## src/rtl/mbx_doorbell_pkg.sv

```systemverilog
package mbx_doorbell_pkg;
   localparam int NUM_PORTS = 2;

   typedef enum logic {
      PORT_L = 1'b0,
      PORT_R = 1'b1
   } port_e;
endpackage

```

## src/rtl/mbx_decode.sv

```systemverilog
module mbx_decode #(
   parameter int              ADDR_W   = 14,
   parameter logic [ADDR_W-1:0] OUT_ADDR = '1,
   parameter logic [ADDR_W-1:0] IN_ADDR  = '0
) (
   input  logic              sel_i,
   input  logic              wr_i,
   input  logic [ADDR_W-1:0] addr_i,
   output logic              ring_o,
   output logic              ack_o
);
   generate
      if (OUT_ADDR == IN_ADDR) begin : g_bad_map
         $error("mbx_decode: mailbox addresses must differ");
      end
   endgenerate

   always_comb begin
      ring_o = sel_i &  wr_i & (addr_i == OUT_ADDR);
      ack_o  = sel_i & ~wr_i & (addr_i == IN_ADDR);
   end
endmodule

```

## src/rtl/mbx_flag.sv

```systemverilog
module mbx_flag (
   input  logic clk,
   input  logic rst_n,
   input  logic set_i,
   input  logic clr_i,
   output logic flag_o
);
   always_ff @(posedge clk) begin
      if (!rst_n)
         flag_o <= 1'b0;
      else if (set_i)
         flag_o <= 1'b1;
      else if (clr_i)
         flag_o <= 1'b0;
   end

   // set has priority over a simultaneous clear
   a_r7_set_wins: assert property (@(posedge clk) disable iff (!rst_n)
      set_i |=> flag_o);
   // a lone clear drops the flag
   a_r3_clear_drops: assert property (@(posedge clk) disable iff (!rst_n)
      (clr_i && !set_i) |=> !flag_o);
   // no event, no change
   a_r9_hold: assert property (@(posedge clk) disable iff (!rst_n)
      (!set_i && !clr_i) |=> $stable(flag_o));
endmodule

```

## src/rtl/mbx_doorbell.sv

```systemverilog
module mbx_doorbell
   import mbx_doorbell_pkg::*;
#(
   parameter int ADDR_W = 14
) (
   input  logic              clk,
   input  logic              rst_n,
   input  logic              l_sel,
   input  logic              l_wr,
   input  logic [ADDR_W-1:0] l_addr,
   input  logic              r_sel,
   input  logic              r_wr,
   input  logic [ADDR_W-1:0] r_addr,
   output logic              l_irq_n,
   output logic              r_irq_n
);
   localparam logic [ADDR_W-1:0] TO_RIGHT = {ADDR_W{1'b1}};
   localparam logic [ADDR_W-1:0] TO_LEFT  = TO_RIGHT - 1'b1;

   generate
      if (ADDR_W < 2 || ADDR_W > 32) begin : g_bad_width
         $error("mbx_doorbell: ADDR_W must lie in 2..32");
      end
   endgenerate

   logic [NUM_PORTS-1:0] sel_v, wr_v, ring_v, ack_v, flag_v;
   logic [ADDR_W-1:0]    addr_v [NUM_PORTS];

   always_comb begin
      sel_v[PORT_L]  = l_sel;
      wr_v[PORT_L]   = l_wr;
      addr_v[PORT_L] = l_addr;
      sel_v[PORT_R]  = r_sel;
      wr_v[PORT_R]   = r_wr;
      addr_v[PORT_R] = r_addr;
   end

   for (genvar p = 0; p < NUM_PORTS; p++) begin : g_port
      localparam logic [ADDR_W-1:0] OUT_A = (p == 0) ? TO_RIGHT : TO_LEFT;
      localparam logic [ADDR_W-1:0] IN_A  = (p == 0) ? TO_LEFT  : TO_RIGHT;

      mbx_decode #(
         .ADDR_W  (ADDR_W),
         .OUT_ADDR(OUT_A),
         .IN_ADDR (IN_A)
      ) u_dec (
         .sel_i (sel_v[p]),
         .wr_i  (wr_v[p]),
         .addr_i(addr_v[p]),
         .ring_o(ring_v[p]),
         .ack_o (ack_v[p])
      );

      mbx_flag u_flag (
         .clk   (clk),
         .rst_n (rst_n),
         .set_i (ring_v[NUM_PORTS-1-p]),
         .clr_i (ack_v[p]),
         .flag_o(flag_v[p])
      );
   end

   assign l_irq_n = ~flag_v[PORT_L];
   assign r_irq_n = ~flag_v[PORT_R];

   // left doorbell write raises the right interrupt
   a_r2_left_rings: assert property (@(posedge clk) disable iff (!rst_n)
      (l_sel && l_wr && l_addr == TO_RIGHT) |=> !r_irq_n);
   // right doorbell write raises the left interrupt
   a_r4_right_rings: assert property (@(posedge clk) disable iff (!rst_n)
      (r_sel && r_wr && r_addr == TO_LEFT) |=> !l_irq_n);
   // right read of its mailbox with no competing set releases r_irq_n
   a_r3_right_ack: assert property (@(posedge clk) disable iff (!rst_n)
      (r_sel && !r_wr && r_addr == TO_RIGHT &&
       !(l_sel && l_wr && l_addr == TO_RIGHT)) |=> r_irq_n);
   // left read of its mailbox with no competing set releases l_irq_n
   a_r5_left_ack: assert property (@(posedge clk) disable iff (!rst_n)
      (l_sel && !l_wr && l_addr == TO_LEFT &&
       !(r_sel && r_wr && r_addr == TO_LEFT)) |=> l_irq_n);
   // left writing its own incoming mailbox leaves l_irq_n alone
   a_r8_left_self_write: assert property (@(posedge clk) disable iff (!rst_n)
      (l_sel && l_wr && l_addr == TO_LEFT &&
       !(r_sel && r_wr && r_addr == TO_LEFT)) |=> $stable(l_irq_n));
   // idle cycle on both ports changes nothing
   a_r6_idle: assert property (@(posedge clk) disable iff (!rst_n)
      (!l_sel && !r_sel) |=> ($stable(l_irq_n) && $stable(r_irq_n)));
endmodule

```

## config.mk

```make
export PLATFORM = sky130hd
export DESIGN_NAME = mbx_doorbell
export DESIGN_NICKNAME = d
export VERILOG_FILES = /design/src/rtl/mbx_doorbell_pkg.sv /design/src/rtl/mbx_decode.sv /design/src/rtl/mbx_flag.sv /design/src/rtl/mbx_doorbell.sv
export SDC_FILE = /design/constraint.sdc
export NUM_CORES = 1
export LEC_CHECK = 0
export BUFFER_PORTS_ARGS = -buffer_cell sky130_fd_sc_hd__buf_4
export CAP_MARGIN = 20
export CELL_PAD_IN_SITES_DETAIL_PLACEMENT = 1
export CELL_PAD_IN_SITES_GLOBAL_PLACEMENT = 1
export CORE_AREA = 2 2 39 41
export CTS_BUF_LIST = sky130_fd_sc_hd__clkbuf_8
export DETAILED_ROUTE_END_ITERATION = 6
export DIE_AREA = 0 0 41 43
export PLACE_DENSITY = 0.76
export SLEW_MARGIN = 20
export SYNTH_ARGS = -nofsm -noshare
export SYNTH_HDL_FRONTEND = slang
export SYNTH_HIERARCHICAL = 1
export SYNTH_SLANG_ARGS = --single-unit
```

## constraint.sdc

```tcl
create_clock -name clk -period 2.2 [get_ports clk]
set_input_delay 0.22 -clock clk [delete_from_list [all_inputs] [get_ports clk]]
set_output_delay 0.22 -clock clk [all_outputs]
set_load 0.02 [all_outputs]
```

# --- After elaboration in Yosys (flattened, before gate mapping) ---
# Cells that the tools add are included.
totals:
  input_bits: 34
  regBits: 2
  wordCells: 24
  output_inout_bits: 2
classes:
  n_eq_ne: 4
  muxes: 4
  bitwise: 12
  reduce_logical: 2
op_table:
  columns: ["cell", "count"]
  rows:
  - ["== test 14 bit, second input constant", 4]
  - ["AND 1 bit", 8]
  - ["two-way mux 1 bit", 4]
  - ["NOT 1 bit", 4]
  - ["nonzero test 2 bit", 2]

# --- Longest topological paths before layout ---
# Gate-level depths: netlist of the first run.
logic_depth:
  depth_word: 5
  ltp_mapped: 4
  depth_no_buf: 4

# --- Cells and area by module ---
# Netlist of the first run, hierarchy kept.
by_module_without_submodules:
  columns: ["mod", "instances", "area_each_um2", "seq_area_each_um2", "cells_per_inst"]
  rows:
  - ["mbx_decode", 2, 48.8, 0.0, 7]
  - ["mbx_flag", 2, 41.3, 20.0, 3]
  - ["mbx_doorbell", 1, 7.5, 0.0, 2]

# --- Worst setup path after synthesis of the first run ---
# No wires, ideal clock.
synth_path:
  kind: "input port to flip-flop"
  startpoint: "input l_addr[1]"
  endpoint: "register g_port[0].u_flag.flag_o"
  cell_stages: 4
  n_path_buf: 0
  t_required_ps: 2085
  setup_time_ps: 115
  arrival_time_ps: 981
  slack_ps: 1104
  cell_sequence: "nand4_1 > nor4_1 > nor2b_4 > o21a_1"
synth_between:
  elab_chain_cells: 3
synth_lines:
  columns: ["item", "line", "rtl"]
  rows:
  - ["start: declaration", "mbx_doorbell.sv:10", "input logic [ADDR_W-1:0] l_addr,"]
  - ["== test 14 bit", "mbx_decode.sv:20", "ack_o = sel_i & ~wr_i & (addr_i == IN_ADDR);"]
  - ["AND 1 bit", "mbx_decode.sv:20", null]
  - ["net ack_v[0]", "mbx_doorbell.sv:26", "logic [NUM_PORTS-1:0] sel_v, wr_v, ring_v, ack_v, flag_v;"]
  - ["nonzero test 2 bit (no source line)", null, null]
  - ["end signal: assignment", "mbx_flag.sv:10", "flag_o <= 1'b0;"]
  - ["end signal: assignment", "mbx_flag.sv:12", "flag_o <= 1'b1;"]
  - ["end signal: assignment", "mbx_flag.sv:14", "flag_o <= 1'b0;"]
  - ["end: declaration", "mbx_flag.sv:6", "output logic flag_o"]
# The timed path passes the listed nets, and every way through them passes these cells.
# A chain may end at the register's enable or synchronous reset.

# --- Worst setup path in the final report of the first run ---
layout_path:
  startpoint: "input r_addr[1]"
  endpoint: "register g_port[1].u_flag.flag_o"
layout_between:
  elab_chain_cells: 3
layout_lines:
  columns: ["item", "line", "rtl"]
  rows:
  - ["start: declaration", "mbx_doorbell.sv:13", "input logic [ADDR_W-1:0] r_addr,"]
  - ["== test 14 bit", "mbx_decode.sv:20", null]
  - ["AND 1 bit", "mbx_decode.sv:20", null]
  - ["net ack_v[1]", "mbx_doorbell.sv:26", null]
  - ["nonzero test 2 bit (no source line)", null, null]
  - ["end signal: assignment", "mbx_flag.sv:10", null]
  - ["end signal: assignment", "mbx_flag.sv:12", null]
  - ["end signal: assignment", "mbx_flag.sv:14", null]
  - ["end: declaration", "mbx_flag.sv:6", null]
# The timed path passes the listed nets, and every way through them passes these cells.

==> results by group, run 1 <==
Outcome
  – Outcome: complete, no violations

Finish
  – Area taken by flip-flops and latches: 40.0 um2
  – Synthesis-to-layout area growth: 173%
  – Fill count: 176
  – Final nets: 96
  – Area occupied by multi-input gates: 140 um2
  – Inserted Diodes: 0
  – Largest Register: g_port.u_flag/flag_o
  – Proportion of layout cells with a drive suffix above 1: 66.7%
  – Largest registers ranked by flip-flop count: g_port.u_flag/flag_o: 2 flops
  – Largest register FFs: 2
  – Non-filler instance count after layout: 76

Worst setup path
  – Type of origin of the critical path: input pin
  – Worst-path fanout max: 2
  – Crit path kind: input pin to flip-flop
  – Element type at the critical path end: flip-flop
  – Arrival time of data at the critical path endpoint: 1.11 ns
  – Required arrival time at the worst endpoint: 2.30 ns
  – Setup slack of the most critical reg-to-reg path: 1.51 ns

Yosys
  – Area share of xor/xnor cells in the synthesized design: 0%
  – Dominant cell type by area after synthesis: nand4_1
  – Share of synthesized cell area in full adder, half adder and majority cells: 0%
  – Count of flip-flops with a built-in enable after synthesis: 0
  – Synthesis Warnings: 6
  – Gate count of the mapped netlist: 22
  – Synth top area cells: nand4_1 (23%), dfxtp_1 (21%), nor2b_4 (15%)
  – Number of nets produced by synthesis: 56
  – Netlist area before placement: 188 um2
  – Distinct cell type count after synthesis: 8
  – Share of flip-flops with an asynchronous set or reset: 0%
  – Proportion of synthesized chip area in sequential cells: 21.3%
  – Fraction of the mapped netlist area in compound gates: 8.00%
  – Largest family of logic cells by synthesized area: simple AND/OR/NAND/NOR gates
  – Dominant register cell in the synthesized netlist: dfxtp_1
  – Dominant cell by count in the synthesized netlist: nand4_1
  – Mux cell area share after synthesis: 0%
  – Share of synthesized cell area in and, or, nand and nor gates: 66.7%
  – Top post-synthesis cells by count: nand4_1 (7), nor4_1 (4)
  – Yosys top cell area share: 23.3%
  – Average cell area after synthesis: 8.53 um2
  – Total of flip-flops plus latches after synthesis: 2

Routing
  – Antenna violation net count after detailed routing: 0
  – Average wire per standard cell: 10.3 um
  – 1st-pass router iterations: 2
  – Vias after detailed routing: 350
  – Violation count after the first detailed-routing iteration: 1
  – Total DRC errors in the routed layout: 0
  – Vias per Instance: 4.61
  – WL final: 786 um

Timing
  – Relative slew slack: 68.9%
  – Unrepaired setup endpoints after global routing: false
  – Number of setup violations in the final report: 0
  – Final period util: 45.9%
  – Transition at the pin with the smallest max-transition slack: 0.463 ns
  – Time the final worst path needs with I/O delays and setup: 1.01 ns
  – Fin. Hold Viols: 0
  – Setup Skew: 0 ns
  – Total negative setup slack: 0 ns
  – Highest clock rate: 990 MHz
  – Final Max Tran Viols: 0

Global route
  – Via count of the first global-routing pass: 353
  – Initial antenna violation count: 0
  – GR Util All Layers: 10.4%
  – Total gr overflow: 0
  – Wire length of the first global-routing pass: 1.21 mm
  – Largest net degree at the start of global routing: 3

Placement
  – Cell total after placement: 73
  – Routability-driven placement congestion ratio: 0.579
  – Number of I/O port buffers: 35
  – Sum of net half-perimeters after detailed placement: 711 um

Clocking
  – Maximum level of the CTS H-tree: 1
  – CTS sink count: 2
  – Clock tree from TritonCTS: built
  – Clk Tree Root Cell: clkbuf_8
  – CTS Hold Buffers Added: 0
  – Number of buffers between clock root and the deepest sink: 2
  – Clock Pin Slew Worst Setup and Hold Paths: 0.03 ns
  – # resized after CTS: 0
  – Number of buffers inserted to repair setup after CTS: 0
  – Clk_lat worst skew: 0.21 ns
  – Number of CTS-inserted buffers: 3

Floorplan
  – Die Wd: 41 um
  – # rows: 14
  – DIE HEIGHT: 43 um
  – Initial core utilization: 13.6%
  – I/O pin count: 36
  – Area inside the core boundary: 1380 um2
  – Die Outline Area: 1760 um2

Pwr
  – Clock group share of total power: 62.8%
  – Max IR drop VDD: 0.223 mV
  – Relative contribution of combinational cells to total power: 21.7%
  – Switching pwr: 0.0000436 W
  – Switching power share of the total: 18.5%
  – Power per unit of standard cell area: 460 nW/um2
  – Sequential fraction of design power: 15.5%
  – Internal power component: 0.000192 W
  – Leakage power: 0.226 nW

Min path
  – Kind of path behind the tightest hold check: input pin to flip-flop

Flow run
  – Number of maximum-capacitance violations: 0
## path summary, 6_finish.rpt
path / start / to / cells after the start
setup / recovery: r_addr[1] / g_port[1].u_flag/flag_o / 5
hold reg to reg: g_port[0].u_flag/flag_o / g_port[0].u_flag/flag_o / 2
setup reg to reg: g_port[1].u_flag/flag_o / g_port[1].u_flag/flag_o / 2
hold / removal: rst_n / g_port[0].u_flag/flag_o / 2
## cells by family after synthesis
group                  Yosys count
AO/OA/AOI/OAI                    2
buffers and inverters            2
AND/OR/NAND/NOR                 16
flip-flops                       2
## power groups by stage
stage	logic (W)	clock network [W]	registers, W
6_report	0.0000511	0.000148	0.0000366
5_1_grt	0.0000563	0.000155	0.0000366
4_1_cts	0.0000517	0.000155	0.0000366
3_5_place_dp	0.0000517	0	0.0000370
3_3_place_gp	0.0000501	0	0.0000370
2_1_floorplan	0.00000475	0	0.0000370
## stage by stage
step | setup slack, ns | total power [W] | hold slack, ns | cell area [um2] | utilization, %
floorplan | 1.10 | 0.0000418 | 0.337 | 188 | -
global placement | 0.949 | 0.0000871 | 0.437 | 470 | 34.0
detailed placement | 0.958 | 0.0000887 | 0.438 | 470 | 34.0
CTS | 1.18 | 0.000243 | 0.213 | 512 | 37.0
global route | 1.10 | 0.000248 | 0.219 | 512 | 37.0
finish | 1.19 | 0.000236 | 0.218 | 512 | 37.0
## critical path: stages
cell and delay (ns):
buf_4 0.07, nand4_1 0.11, nor4_1 0.48, nor2b_4 0.06
o21a_1 0.17
## layout by cell type, fill, tap and decap left out, drive strengths merged
master   Yosys  layout
nor4         4       4
dfxtp        2       2
nand4b       2       2
inv          2       2
nor2b        2       2
buf          0      35
o21a         2       2
clkbuf       0       3
nand4        7       7
nand4bb      1       1
## metal layers
layer	share of wire (%)	global-route usage, %	wire, um	vias to the layer above
li1	-	-	-	170
met1	25	8.31	198	155
met2	57	18.8	449	22
met3	15	4.71	120	3
met4	2.2	6.00	17	0
met5	0	0	0	-
## layout make-up
type	count	share of cell area, %
Clock buffer	3	8.07
Inverter	2	1.47
Multi-Input combinational cell	18	27.4
Sequential cell	2	7.82
Tap cell	16	3.91
Timing Repair Buffer	35	51.3
Power figures use the tool's default switching activity.
==> run 2, diff against run 1 <==
--- a/config.mk
+++ b/config.mk
@@ -9,10 +9,9 @@
 export CAP_MARGIN = 20
 export CELL_PAD_IN_SITES_DETAIL_PLACEMENT = 1
 export CELL_PAD_IN_SITES_GLOBAL_PLACEMENT = 1
-export CORE_AREA = 2 2 39 41
+export CORE_UTILIZATION = 14
 export CTS_BUF_LIST = sky130_fd_sc_hd__clkbuf_8
 export DETAILED_ROUTE_END_ITERATION = 6
-export DIE_AREA = 0 0 41 43
 export PLACE_DENSITY = 0.76
 export SLEW_MARGIN = 20
 export SYNTH_ARGS = -nofsm -noshare
==> constraint.sdc (replaced) <==
create_clock -name clk -period 0.95 [get_ports clk]
set_input_delay 0.095 -clock clk [delete_from_list [all_inputs] [get_ports clk]]
set_output_delay 0.095 -clock clk [all_outputs]
set_load 0.02 [all_outputs]
==> results by group, run 2 (synthesis results as in run 1) <==
Clocking
  – Maximum level of the CTS H-tree: 1 (unchanged)
  – Clk_lat worst skew: 0.21 ns (about the same)
  – Number of buffers between clock root and the deepest sink: 2 (unchanged)
  – Clk Tree Root Cell: clkbuf_8
  – CTS sink count: 2 (unchanged)
  – Clock tree from TritonCTS: built
  – Clock Pin Slew Worst Setup and Hold Paths: 0.03 ns (about the same)
  – CTS Hold Buffers Added: 0 (unchanged)
  – # resized after CTS: 0 (unchanged)
  – Number of buffers inserted to repair setup after CTS: 0 (unchanged)
  – Number of CTS-inserted buffers: 3 (unchanged)

Min path
  – End point of the worst hold path: g_port[1].u_flag/flag_o
  – Number of instances on the worst hold path: 2 (unchanged)
  – Critical hold path startpoint: rst_n
  – Kind of path behind the tightest hold check: input pin to flip-flop

Worst setup path
  – Peak per-stage delay on the critical path: 0.40 ns (-0.08 ns)
  – Register-to-Register Path Depth: 2 (unchanged)
  – CP Launch Point: r_addr[4]
  – Cell with the largest stage delay on the worst path: nor4_2
  – Worst-path fanout max: 2 (unchanged)
  – Type of origin of the critical path: input pin
  – Category of cells accounting for the largest share of critical-path delay: simple AND/OR/NAND/NOR gates
  – Cell Chain, Critical Path: buf_4, nand4_1, nor4_2, nor2b_4, o21a_1
  – Crit Reg-Reg Startpoint: g_port[0].u_flag/flag_o
  – R2R Path End: g_port[0].u_flag/flag_o
  – Setup slack of the most critical reg-to-reg path: 0.25 ns (-1.26 ns)
  – Crit path kind: input pin to flip-flop
  – Arrival time of data at the critical path endpoint: 0.94 ns (-0.17 ns)
  – Element type at the critical path end: flip-flop
  – Required arrival time at the worst endpoint: 1.05 ns (-1.25 ns)
  – Buf+Inv Stages, Crit Path: 1 (unchanged)

Floorplan
  – Die Outline Area: 1490 um2 (-15%)
  – I/O pin count: 36 (unchanged)
  – Area inside the core boundary: 1170 um2 (-15%)
  – Initial core utilization: 16.0% (+2.5 points)
  – # rows: 12 (-2)
  – DIE HEIGHT: 38.6 um (-10%)
  – Die Wd: 38.6 um (-5.8%)

Finish
  – Proportion of layout cells with a drive suffix above 1: 71.0% (+4.3 points)
  – Leading cell types in the layout, fill and taps excluded: buf_4 (37), nand4_1 (7), clkbuf_8 (3)
  – Area occupied by multi-input gates: 153 um2 (+8.9%)
  – Final nets: 98 (+2.1%)
  – Most common cell after layout, fill and taps aside: buf_4
  – Area taken by flip-flops and latches: 40.0 um2 (unchanged)
  – Inserted Diodes: 0 (unchanged)
  – Synthesis-to-layout area growth: 186%
  – Largest register FFs: 2 (unchanged)
  – Largest Register: g_port.u_flag/flag_o
  – Design Area, Final: 537 um2 (+4.9%)
  – Utilization of the core after routing: 45.8% (+8.9 points)
  – Largest registers ranked by flip-flop count: g_port.u_flag/flag_o: 2 flops
  – Fill count: 149 (-15%)

Routing
  – Vias after detailed routing: 357 (+2.0%)
  – Antenna violation net count after detailed routing: 0 (unchanged)
  – Vias per Instance: 4.70 (+2.0%)
  – WL final: 995 um (+27%)
  – Violation count after the first detailed-routing iteration: 3 (+2)
  – Total DRC errors in the routed layout: 0 (unchanged)
  – Average wire per standard cell: 13.1 um (+27%)
  – 1st-pass router iterations: 3 (+1)

Timing
  – Transition at the pin with the smallest max-transition slack: 0.351 ns (-0.112 ns)
  – Highest clock rate: 1180 MHz
  – Time the final worst path needs with I/O delays and setup: 0.845 ns
  – Fin. Hold Viols: 0 (unchanged)
  – Final Max Tran Viols: 0 (unchanged)
  – Unrepaired setup endpoints after global routing: false
  – Final period util: 88.9%
  – Hold Slack: 0.111 ns (-0.107 ns)
  – Relative slew slack: 76.4% (+7.6 points)
  – Smallest setup slack after layout: 0.105 ns (-1.08 ns)
  – Number of setup violations in the final report: 0 (unchanged)
  – Setup Skew: 0 ns (unchanged)

Pwr
  – Power per unit of standard cell area: 1010 nW/um2 (+120%)
  – Leakage power: 0.234 nW (+3.8%)
  – Max IR drop VDD: 0.413 mV (+85%)

Placement
  – Number of I/O port buffers: 35 (unchanged)
  – Routability-driven placement congestion ratio: 0.643 (+11%)
  – Cell Area, Placed: 495 um2 (+5.3%)
  – Worst slack at placement: -0.123 ns (-1.08 ns)

Global route
  – GR Util All Layers: 17.8% (+7.3 points)
  – Wire length of the first global-routing pass: 1.68 mm (+39%)
  – Initial antenna violation count: 0 (unchanged)
  – Total gr overflow: 0 (unchanged)
  – Via count of the first global-routing pass: 386 (+9.3%)
  – Largest net degree at the start of global routing: 3 (unchanged)

Flow run
  – Number of maximum-capacitance violations: 0 (unchanged)

Outcome
  – Outcome: complete, no violations
## run 2: how the worst max path moves through the flow
stage	end	slack (ns)	cells after the start
after floorplan	g_port[0].u_flag/flag_o	0.05	4
after global placement	g_port[1].u_flag/flag_o	-0.08	5
after detailed placement	g_port[1].u_flag/flag_o	-0.12	5
after CTS	g_port[1].u_flag/flag_o	0.1	5
after global routing	g_port[1].u_flag/flag_o	0.03	5
final	g_port[1].u_flag/flag_o	0.11	5
## run 2: cell type report
| cell class | instances | share of cell area (%) |
|---|---|---|
| multi-input combinational | 18 | 28.4 |
| inverter | 2 | 1.40 |
| sequential | 2 | 7.46 |
| timing repair buffer | 37 | 51.7 |
| tap | 14 | 3.26 |
| clock buffer | 3 | 7.69 |
## run 2: per-layer routing
layer  up-vias  share of wire, %  GRT usage [%]
met3         6               3.1           2.31
met4         0               5.9           20.7
met1       162                33           15.2
met2        15                57           32.1
met5         -                 0              0
li1        174                 -              -
## run 2: where the power goes
part	total (W)	switching [W]	leakage, nW	internal, W
registers	0.0000847	0.00000000113	0.0161	0.0000847
clock network	0.000332	0.0000644	0.0216	0.000268
logic	0.000126	0.0000315	0.197	0.0000942
total	0.000543	0.0000959	0.234	0.000447
## run 2: worst register-to-register path, stage by stage (launching register included)
cell and delay (ns):
dfxtp_1 0.30, nor2b_4 0.12, o21a_1 0.17
## run 2: metrics by stage
step	instances	setup TNS [ns]	power, W
after floorplan	22	0	0.0000983
after global placement	73	-0.147	0.000206
after detailed placement	73	-0.208	0.000210
after CTS	76	0	0.000554
after global routing	76	0	0.000568
final	76	0	0.000543
==> run 3, diff against run 2 <==
--- a/config.mk
+++ b/config.mk
@@ -9,10 +9,12 @@
 export CAP_MARGIN = 20
 export CELL_PAD_IN_SITES_DETAIL_PLACEMENT = 1
 export CELL_PAD_IN_SITES_GLOBAL_PLACEMENT = 1
-export CORE_UTILIZATION = 14
+export CORE_AREA = 2 2 39 41
 export CTS_BUF_LIST = sky130_fd_sc_hd__clkbuf_8
 export DETAILED_ROUTE_END_ITERATION = 6
+export DIE_AREA = 0 0 41 43
 export PLACE_DENSITY = 0.76
+export RECOVER_POWER = 25
 export SLEW_MARGIN = 20
 export SYNTH_ARGS = -nofsm -noshare
 export SYNTH_HDL_FRONTEND = slang
==> constraint.sdc (replaced) <==
create_clock -name clk -period 1.1 [get_ports clk]
set_input_delay 0.11 -clock clk [delete_from_list [all_inputs] [get_ports clk]]
set_output_delay 0.11 -clock clk [all_outputs]
set_load 0.02 [all_outputs]
==> results by group, run 3 (synthesis results as in run 1) <==
Routing
  – Antenna violation net count after detailed routing: 0 (unchanged)
  – Vias per Instance: 4.46 (-5.0%)
  – Total DRC errors in the routed layout: 0 (unchanged)
  – Violation count after the first detailed-routing iteration: 0 (-3)
  – 1st-pass router iterations: 1 (-2)
  – Average wire per standard cell: 9.77 um (-25%)
  – Vias after detailed routing: 348 (-2.5%)
  – WL final: 762 um (-23%)

Placement
  – Sum of net half-perimeters after detailed placement: 706 um
  – Routability-driven placement congestion ratio: 0.558 (-13%)
  – Number of I/O port buffers: 35 (unchanged)

Timing
  – Time the final worst path needs with I/O delays and setup: 0.874 ns
  – Highest clock rate: 1140 MHz
  – Unrepaired setup endpoints after global routing: false
  – Relative slew slack: 83.5% (+7.1 points)
  – Final period util: 79.4%
  – Transition at the pin with the smallest max-transition slack: 0.245 ns (-0.106 ns)
  – Total negative setup slack: 0 ns (unchanged)
  – Fin. Hold Viols: 0 (unchanged)
  – Final Max Tran Viols: 0 (unchanged)
  – Setup Skew: 0 ns (unchanged)
  – Number of setup violations in the final report: 0 (unchanged)

Floorplan
  – Die Wd: 41 um (+6.2%)
  – Die Outline Area: 1760 um2 (+18%)
  – DIE HEIGHT: 43 um (+11%)
  – Area inside the core boundary: 1380 um2 (+18%)
  – I/O pin count: 36 (unchanged)
  – # rows: 14 (+2)
  – Initial core utilization: 13.6% (-2.5 points)

Finish
  – Area taken by flip-flops and latches: 40.0 um2 (unchanged)
  – Leading cell types in the layout, fill and taps excluded: buf_4 (36), nand4_1 (7), nor4_1 (4), clkbuf_8 (3)
  – Most common cell after layout, fill and taps aside: buf_4
  – Synthesis-to-layout area growth: 179%
  – Utilization of the core after routing: 37.8% (-8.0 points)
  – Fill count: 184 (+23%)
  – Largest register FFs: 2 (unchanged)
  – Area occupied by multi-input gates: 140 um2 (-8.2%)
  – Final nets: 98 (unchanged)
  – Proportion of layout cells with a drive suffix above 1: 66.1% (-4.8 points)
  – Largest Register: g_port.u_flag/flag_o
  – Largest registers ranked by flip-flop count: g_port.u_flag/flag_o: 2 flops
  – Inserted Diodes: 0 (unchanged)

Clocking
  – # resized after CTS: 0 (unchanged)
  – Clock tree from TritonCTS: built
  – Maximum level of the CTS H-tree: 1 (unchanged)
  – CTS sink count: 2 (unchanged)
  – CTS Hold Buffers Added: 0 (unchanged)
  – Number of buffers inserted to repair setup after CTS: 0 (unchanged)
  – Clk_lat worst skew: 0.21 ns (about the same)
  – Clock Pin Slew Worst Setup and Hold Paths: 0.03 ns (about the same)
  – Number of buffers between clock root and the deepest sink: 2 (unchanged)
  – Number of CTS-inserted buffers: 3 (unchanged)
  – Clk Tree Root Cell: clkbuf_8

Global route
  – Initial antenna violation count: 0 (unchanged)
  – GR Util All Layers: 10.7% (-7.0 points)
  – Total gr overflow: 0 (unchanged)
  – Wire length of the first global-routing pass: 1.27 mm (-25%)
  – Largest net degree at the start of global routing: 3 (unchanged)
  – Via count of the first global-routing pass: 366 (-5.2%)

Worst setup path
  – Crit path kind: flip-flop to output port
  – R2R Path End: g_port[0].u_flag/flag_o
  – Crit Reg-Reg Startpoint: g_port[0].u_flag/flag_o
  – Register-to-Register Path Depth: 2 (unchanged)
  – Type of origin of the critical path: flip-flop
  – Worst-path fanout max: 2 (unchanged)
  – Element type at the critical path end: output port
  – Required arrival time at the worst endpoint: 0.99 ns (-0.06 ns)
  – Arrival time of data at the critical path endpoint: 0.76 ns (-0.18 ns)
  – Setup slack of the most critical reg-to-reg path: 0.42 ns (+0.17 ns)

Pwr
  – Leakage power: 0.234 nW (-0.27%)
  – Sequential fraction of design power: 16.0% (+0.4 points)
  – Switching power share of the total: 16.5% (-1.2 points)
  – Switching pwr: 0.0000756 W (-21%)
  – Relative contribution of combinational cells to total power: 22.2% (-1.0 points)
  – Power per unit of standard cell area: 877 nW/um2 (-13%)
  – Internal power component: 0.000383 W (-14%)
  – Max IR drop VDD: 0.268 mV (-35%)
  – Clock group share of total power: 61.9% (+0.7 points)

Min path
  – Number of instances on the worst hold path: 2 (unchanged)
  – Critical hold path startpoint: rst_n
  – End point of the worst hold path: g_port[1].u_flag/flag_o
  – Kind of path behind the tightest hold check: input pin to flip-flop

Flow run
  – Number of maximum-capacitance violations: 0 (unchanged)

Outcome
  – Outcome: complete, no violations
[run 3: worst max path at each step]
stage	startpoint	end	slack (ns)	cells past startpoint
2_1_floorplan	l_addr[1]	g_port[0].u_flag/flag_o	0.11	4
3_3_place_gp	r_addr[1]	g_port[1].u_flag/flag_o	0.04	6
3_5_place_dp	l_addr[1]	g_port[0].u_flag/flag_o	0.03	6
4_1_cts	l_addr[1]	g_port[0].u_flag/flag_o	0.23	6
5_1_grt	r_addr[7]	g_port[1].u_flag/flag_o	0.13	6
6_report	g_port[0].u_flag/flag_o	l_irq_n	0.23	2
[run 3: worst max-delay path, cell delays in order, from the launching register on]
cell and delay (ns):
dfxtp_1 0.30, inv_1 0.04, clkbuf_1 0.22
[run 3: per-layer routing]
layer	vias to the layer above	share of wire [%]	GRT usage, %	wire, um
li1	174	-	-	-
met1	155	26	8.28	198
met2	19	61	20.6	467
met3	0	13	1.57	96
met4	0	0	8.00	0
met5	-	0	0	0
[run 3: power by group through the flow]
stage / clock network [W] / registers, W / logic (W)
4_1_cts: 0.000297 / 0.0000732 / 0.000103
6_report: 0.000284 / 0.0000732 / 0.000102
3_3_place_gp: 0 / 0.0000740 / 0.000100
5_1_grt: 0.000300 / 0.0000732 / 0.000113
3_5_place_dp: 0 / 0.0000740 / 0.000103
2_1_floorplan: 0 / 0.0000740 / 0.00000949
[run 3: cell type report]
| class | count | area share (%) |
|---|---|---|
| timing repair buffer | 37 | 52.4 |
| multi-input combinational | 18 | 26.8 |
| clock buffer | 3 | 7.89 |
| sequential | 2 | 7.66 |
| inverter | 2 | 1.44 |
| tap | 16 | 3.83 |
[run 3: metrics by stage]
step | instances | total power (W) | hold WS (ns) | setup slack (ns) | instance area, um2
floorplan | 22 | 0.0000835 | 0.227 | 0.114 | 188
global placement | 75 | 0.000174 | 0.328 | 0.0442 | 485
detailed placement | 75 | 0.000177 | 0.332 | 0.0262 | 485
CTS | 78 | 0.000473 | 0.113 | 0.233 | 527
global route | 78 | 0.000487 | 0.132 | 0.131 | 523
finish | 78 | 0.000459 | 0.117 | 0.226 | 523
